<file path="config.mk">
export PLATFORM = sky130hd
export DESIGN_NAME = excl_resv_monitor
export DESIGN_NICKNAME = d
export VERILOG_FILES = /design/src/rtl/excl_resv_pkg.sv /design/src/rtl/excl_resv_region.sv /design/src/rtl/excl_resv_store.sv /design/src/rtl/excl_resv_decide.sv /design/src/rtl/excl_resv_monitor.sv
export SDC_FILE = /design/constraint.sdc
export NUM_CORES = 1
export LEC_CHECK = 0
export ABC_AREA = 1
export BUFFER_PORTS_ARGS = -buffer_cell sky130_fd_sc_hd__clkbuf_2
export CAP_MARGIN = 20
export CORE_MARGIN = 5
export CORE_UTILIZATION = 55
export DETAILED_ROUTE_END_ITERATION = 10
export MAX_ROUTING_LAYER = met4
export PLACE_DENSITY = 0.89
export SYNTH_ARGS = -nofsm -noshare
export SYNTH_HDL_FRONTEND = slang
export SYNTH_SLANG_ARGS = --single-unit
</file>
<file path="constraint.sdc">
create_clock -name clk -period 2 [get_ports clk]
set_input_delay 0.2 -clock clk [delete_from_list [all_inputs] [get_ports clk]]
set_output_delay 0.2 -clock clk [all_outputs]
set_load 0.01 [all_outputs]
</file>
<file path="src/rtl/excl_resv_pkg.sv">
package excl_resv_pkg;

   typedef enum logic [1:0] {
      PH_IDLE = 2'd0,
      PH_MEM  = 2'd1,
      PH_RESP = 2'd2
   } phase_e;

   typedef struct packed {
      logic wait_req;
      logic refuse;
      logic set_on_ack;
      logic clr_now;
   } verdict_t;

endpackage

</file>
<file path="src/rtl/excl_resv_region.sv">
module excl_resv_region #(
   parameter int unsigned ADDR_W = 32,
   parameter logic [ADDR_W-1:0] BASE = 32'hF000_0000,
   parameter int unsigned BYTES = 64
) (
   input  logic [ADDR_W-1:0] addr_i,
   output logic              inside_o
);
   localparam logic [ADDR_W-1:0] SPAN_M1 = ADDR_W'(BYTES - 1);
   localparam logic [ADDR_W-1:0] MASK    = ~SPAN_M1;

   assign inside_o = (addr_i & MASK) == BASE;
endmodule

</file>
<file path="src/rtl/excl_resv_store.sv">
module excl_resv_store #(
   parameter int unsigned SRC_W   = 2,
   parameter int unsigned WORD_W  = 30,
   parameter int unsigned NUM_SRC = 4
) (
   input  logic               clk,
   input  logic               rst_n,
   input  logic               set_i,
   input  logic               clr_i,
   input  logic [WORD_W-1:0]  word_i,
   input  logic [SRC_W-1:0]   src_i,
   input  logic [NUM_SRC-1:0] lock_hold_i,
   output logic               vld_o,
   output logic [SRC_W-1:0]   owner_o,
   output logic [WORD_W-1:0]  word_o
);
   logic released;

   assign released = vld_o && !lock_hold_i[owner_o];

   always_ff @(posedge clk) begin
      if (!rst_n) begin
         vld_o   <= 1'b0;
         owner_o <= '0;
         word_o  <= '0;
      end else if (set_i) begin
         vld_o   <= 1'b1;
         owner_o <= src_i;
         word_o  <= word_i;
      end else if (clr_i || released) begin
         vld_o   <= 1'b0;
      end
   end
endmodule

</file>
<file path="src/rtl/excl_resv_decide.sv">
module excl_resv_decide
   import excl_resv_pkg::*;
#(
   parameter int unsigned SRC_W  = 2,
   parameter int unsigned WORD_W = 30,
   parameter bit STALL_ON_CONFLICT = 1'b1
) (
   input  logic              excl_i,
   input  logic              we_i,
   input  logic              inreg_i,
   input  logic [SRC_W-1:0]  src_i,
   input  logic [WORD_W-1:0] word_i,
   input  logic              rsv_vld_i,
   input  logic [SRC_W-1:0]  rsv_owner_i,
   input  logic [WORD_W-1:0] rsv_word_i,
   output verdict_t          verdict_o
);
   logic hit, conflict, own, own_hit;
   logic conf_wait, conf_break;

   assign hit      = rsv_vld_i && (word_i == rsv_word_i);
   assign own      = rsv_vld_i && (rsv_owner_i == src_i);
   assign conflict = hit && !own;
   assign own_hit  = hit && own;

   generate
      if (STALL_ON_CONFLICT) begin : g_stall
         assign conf_wait  = conflict;
         assign conf_break = 1'b0;
      end else begin : g_break
         assign conf_wait  = 1'b0;
         assign conf_break = conflict;
      end
   endgenerate

   always_comb begin
      verdict_o = '0;
      if (excl_i && inreg_i) begin
         verdict_o.refuse  = 1'b1;
         verdict_o.clr_now = own;
      end else if (conf_wait) begin
         verdict_o.wait_req = 1'b1;
      end else begin
         verdict_o.clr_now = conf_break;
         if (excl_i && we_i) begin
            verdict_o.refuse  = !own_hit;
            verdict_o.clr_now = conf_break | own;
         end else if (excl_i) begin
            verdict_o.set_on_ack = 1'b1;
         end
      end
   end
endmodule

</file>
<file path="src/rtl/excl_resv_monitor.sv">
module excl_resv_monitor
   import excl_resv_pkg::*;
#(
   parameter int unsigned ADDR_W = 32,
   parameter int unsigned SRC_W  = 2,
   parameter logic [ADDR_W-1:0] NOATOM_BASE = 32'hF000_0000,
   parameter int unsigned NOATOM_BYTES = 64,
   parameter bit STALL_ON_CONFLICT = 1'b1
) (
   input  logic                   clk,
   input  logic                   rst_n,
   input  logic                   bus_cyc,
   input  logic                   bus_stb,
   input  logic                   bus_we,
   input  logic [ADDR_W-1:0]      bus_addr,
   input  logic [SRC_W-1:0]       bus_src,
   input  logic [(1<<SRC_W)-1:0]  lock_hold,
   output logic                   bus_ack,
   output logic                   bus_err,
   output logic                   mem_stb,
   input  logic                   mem_ack_i,
   input  logic                   mem_err_i
);
   localparam int unsigned NUM_SRC = 1 << SRC_W;
   localparam int unsigned WORD_W  = ADDR_W - 2;

   generate
      if (ADDR_W < 8) begin : g_bad_addr
         $error("ADDR_W too small for word reservations");
      end
      if (NOATOM_BYTES < 4 || (NOATOM_BYTES & (NOATOM_BYTES - 1)) != 0) begin : g_bad_span
         $error("NOATOM_BYTES must be a power of two of at least 4");
      end
      if ((NOATOM_BASE & ADDR_W'(NOATOM_BYTES - 1)) != '0) begin : g_bad_base
         $error("NOATOM_BASE must be aligned to NOATOM_BYTES");
      end
   endgenerate

   phase_e             phase_q;
   logic               ack_q, err_q, pend_set_q;
   logic               req, excl, inreg;
   logic [WORD_W-1:0]  req_word;
   logic               rsv_vld;
   logic [SRC_W-1:0]   rsv_owner;
   logic [WORD_W-1:0]  rsv_word;
   verdict_t           verdict;
   logic               store_set, store_clr;

   assign req      = bus_cyc && bus_stb;
   assign excl     = lock_hold[bus_src];
   assign req_word = bus_addr[ADDR_W-1:2];

   excl_resv_region #(
      .ADDR_W (ADDR_W),
      .BASE   (NOATOM_BASE),
      .BYTES  (NOATOM_BYTES)
   ) u_region (
      .addr_i   (bus_addr),
      .inside_o (inreg)
   );

   excl_resv_decide #(
      .SRC_W             (SRC_W),
      .WORD_W            (WORD_W),
      .STALL_ON_CONFLICT (STALL_ON_CONFLICT)
   ) u_decide (
      .excl_i      (excl),
      .we_i        (bus_we),
      .inreg_i     (inreg),
      .src_i       (bus_src),
      .word_i      (req_word),
      .rsv_vld_i   (rsv_vld),
      .rsv_owner_i (rsv_owner),
      .rsv_word_i  (rsv_word),
      .verdict_o   (verdict)
   );

   assign store_set = (phase_q == PH_MEM) && req && mem_ack_i && pend_set_q;
   assign store_clr = (phase_q == PH_IDLE) && req && verdict.clr_now;

   excl_resv_store #(
      .SRC_W   (SRC_W),
      .WORD_W  (WORD_W),
      .NUM_SRC (NUM_SRC)
   ) u_store (
      .clk         (clk),
      .rst_n       (rst_n),
      .set_i       (store_set),
      .clr_i       (store_clr),
      .word_i      (req_word),
      .src_i       (bus_src),
      .lock_hold_i (lock_hold),
      .vld_o       (rsv_vld),
      .owner_o     (rsv_owner),
      .word_o      (rsv_word)
   );

   always_ff @(posedge clk) begin
      if (!rst_n) begin
         phase_q    <= PH_IDLE;
         ack_q      <= 1'b0;
         err_q      <= 1'b0;
         pend_set_q <= 1'b0;
      end else begin
         ack_q <= 1'b0;
         err_q <= 1'b0;
         unique case (phase_q)
            PH_IDLE: begin
               if (req && !verdict.wait_req) begin
                  if (verdict.refuse) begin
                     err_q   <= 1'b1;
                     phase_q <= PH_RESP;
                  end else begin
                     pend_set_q <= verdict.set_on_ack;
                     phase_q    <= PH_MEM;
                  end
               end
            end
            PH_MEM: begin
               if (!req) begin
                  phase_q <= PH_IDLE;
               end else if (mem_ack_i) begin
                  ack_q   <= 1'b1;
                  phase_q <= PH_RESP;
               end else if (mem_err_i) begin
                  err_q   <= 1'b1;
                  phase_q <= PH_RESP;
               end
            end
            default: phase_q <= PH_IDLE;
         endcase
      end
   end

   assign bus_ack = ack_q;
   assign bus_err = err_q;
   assign mem_stb = (phase_q == PH_MEM) && req;

endmodule

</file>
==> impl_metrics.env <==
export IMPL_status="completed"
export IMPL_hold_class="primary input to flop"
export IMPL_finalCritPeriodShare=0.771
export IMPL_end_kind="flop"
export IMPL_synth_edf_count=0
export IMPL_finalSetupViolations=0
export IMPL_numCtsBuffers=5
export IMPL_critPathMaxFanout=3
export IMPL_maxSlewViolCount=0
export IMPL_num_vias=2377
export IMPL_synth_cell_types=20
export IMPL_grt_max_degree=66
export IMPL_tightest_slew_ns=0.599
export IMPL_slew_headroom=0.601
export IMPL_place_hpwl_um=3930
export IMPL_cts_clk_slew_worst_paths_ns=0.08
export IMPL_antennaDiodeCount=0
export IMPL_start_util=0.570
export IMPL_die_area_um2=5570
export IMPL_synth_nets=445
export IMPL_synthArstFlopShare=0
export IMPL_rows=23
export IMPL_wl_per_cell_um=10.3
export IMPL_final_nets=488
export IMPL_cts_hold_fix_buffers=0
export IMPL_place_inst=486
export IMPL_area_growth_pct=15.9
export IMPL_skew_ns=0.0113
export IMPL_antenna_found_initial=0
export IMPL_postCtsSetupBuffers=0
export IMPL_placed_cell_area_um2=2570
export IMPL_cts_resized=0
export IMPL_fin_area_um2=2660
export IMPL_max_freq_mhz=648
export IMPL_mostFrequentLayoutCell="nand2_1"
export IMPL_cts_buffer_depth=2
export IMPL_core_area_um2=4030
export IMPL_fin_cells=494
export IMPL_numPortBuffers=45
export IMPL_die_h_um=74.6
export IMPL_use_met1=0.224
export IMPL_cts_root_buf="clkbuf_8"
export IMPL_leakagePower_uw=0.00136
export IMPL_firstDrtPassIters=4
export IMPL_use_met2=0.381
export IMPL_critical_path_arrival_ns=1.72
export IMPL_finalWeightedCongestion=0.928
export IMPL_drt_iter0_markers=118
export IMPL_grt_pass1_vias=2258
export IMPL_maxCapViolations=0
export IMPL_htree_levels=2
export IMPL_cp_start_kind="flop"
export IMPL_cp_data_required_time_ns=2.18
export IMPL_fin_crit_ns=1.54
export IMPL_cts_tree="yes"
export IMPL_ys_warn_count=0
export IMPL_gr_total_overflow=0
export IMPL_grt_pass1_wl_um=8840
export IMPL_hold_viol=0
export IMPL_ys_ff_latch=38
export IMPL_irDropWorstVdd_mv=0.375
export IMPL_grt_usage=0.208
export IMPL_clk_latency_ns=0.29
export IMPL_fillCellCount=369
export IMPL_avgViaCountPerCell=4.81
export IMPL_synth_area_um2=2300
export IMPL_rsz0062_at_grt="no"
export IMPL_seq_area_frac_synth=0.331
export IMPL_drc=0
export IMPL_cts_sinks=38
export IMPL_drive_gt1_frac=0.151
export IMPL_tns_ns=0
export IMPL_fp_dieW_um=74.6
export IMPL_wl_um=5100
export IMPL_final_cell_mix="131 x nand2_1, 73 x inv_1, 45 x clkbuf_2, 40 x nor2_1, 38 x dfxtp_1"
export IMPL_ys_flop_type="dfxtp_1"
export IMPL_syn_avg_cell_area_um2=5.74
export IMPL_gr_usage_met3=0.0307
export IMPL_antenna_left=0
export IMPL_powerDensity_nw_per_um2=568
export IMPL_final_util=0.661
export IMPL_worstSetupPathType="flop to flop"
export IMPL_syn_inst=400
export IMPL_busiest_layer="met2"
export IMPL_io_pins=48
-- Yosys cell counts (2+ instances only) --
master | count | share of area
a21oi_1 | 36 | 0.078
clkbuf_1 | 8 | 0.013
dfxtp_1 | 38 | 0.33
inv_1 | 73 | 0.12
inv_2 | 6 | 0.0098
nand2_1 | 131 | 0.21
nand2_2 | 2 | 0.0054
nand3_1 | 9 | 0.020
nand3_2 | 2 | 0.0087
nand4_1 | 5 | 0.014
nor2_1 | 40 | 0.065
nor2_2 | 2 | 0.0054
nor3_1 | 5 | 0.011
o21ai_0 | 34 | 0.074
xnor2_1 | 4 | 0.015
-- path summary, 6_finish.rpt --
| path | from | end | slack [ns] | cells after the start |
|---|---|---|---|---|
| hold reg to reg | u_store.word_o[3] | u_store.word_o[3] | 0.47 | 2 |
| hold / removal | mem_ack_i | bus_ack | 0.17 | 3 |
| setup / recovery | u_store.word_o[2] | bus_err | 0.46 | 13 |
| setup reg to reg | u_store.word_o[2] | bus_err | 0.46 | 13 |
-- worst max-delay path, cell delays in order, from the launching register on --
cell	delay, ns
dfxtp_1	0.37
inv_1	0.09
nand2_1	0.06
nand2_1	0.05
nor2_1	0.09
nand2_1	0.06
nor2_1	0.10
nand2_1	0.07
nor2_2	0.14
nand3_1	0.13
nand2_1	0.11
nor2_1	0.05
nor2_1	0.08
nor2_1	0.04
-- per-stage QoR --
stage | worst slack (ns) | hold slack [ns] | power, µW
2_1_floorplan | 0.627 | 0.338 | 894
3_3_place_gp | 0.486 | 0.446 | 976
3_5_place_dp | 0.478 | 0.458 | 982
4_1_cts | 0.455 | 0.169 | 1520
5_1_grt | 0.256 | 0.209 | 1580
6_report | 0.457 | 0.168 | 1510
-- layout make-up --
| cell class | instances | area [µm²] | share of cell area |
|---|---|---|---|
| Clock buffer | 7 | 86.3 | 0.0324 |
| Clock inverter | 1 | 5.00 | 0.00188 |
| Inverter | 79 | 297 | 0.111 |
| Multi-Input combinational cell | 273 | 1210 | 0.453 |
| Sequential cell | 38 | 761 | 0.286 |
| Tap cell | 50 | 62.6 | 0.0235 |
| Timing Repair Buffer | 46 | 245 | 0.0921 |
-- flip-flops by register name, summed over array words and instances, names as in the netlist --
name	count
phase_q	2
u_store.vld_o	1
u_store.word_o	30
u_store.owner_o	2
bus_err	1
pend_set_q	1
bus_ack	1
-- routing by layer --
layer	wire (µm)	up-vias
met1	2230	1024
met5	0	-
li1	-	1304
met4	82	0
met2	2580	42
met3	201	7
-- report_power, final --
group          leakage (µW)  switching (µW)  internal, µW
Clock             0.0000482             269           278
Combinational       0.00100             119          80.5
Sequential         0.000306            3.76           761
-- logic make-up after synthesis --
family	after synthesis	share of synthesized area
AOI/OAI and AO/OA	72	0.158
and+or+nand+nor	197	0.349
DFF	38	0.331
xor gates and xnor gates	4	0.0152
buffers and inverters	89	0.146
Power figures use the tool's default switching activity.
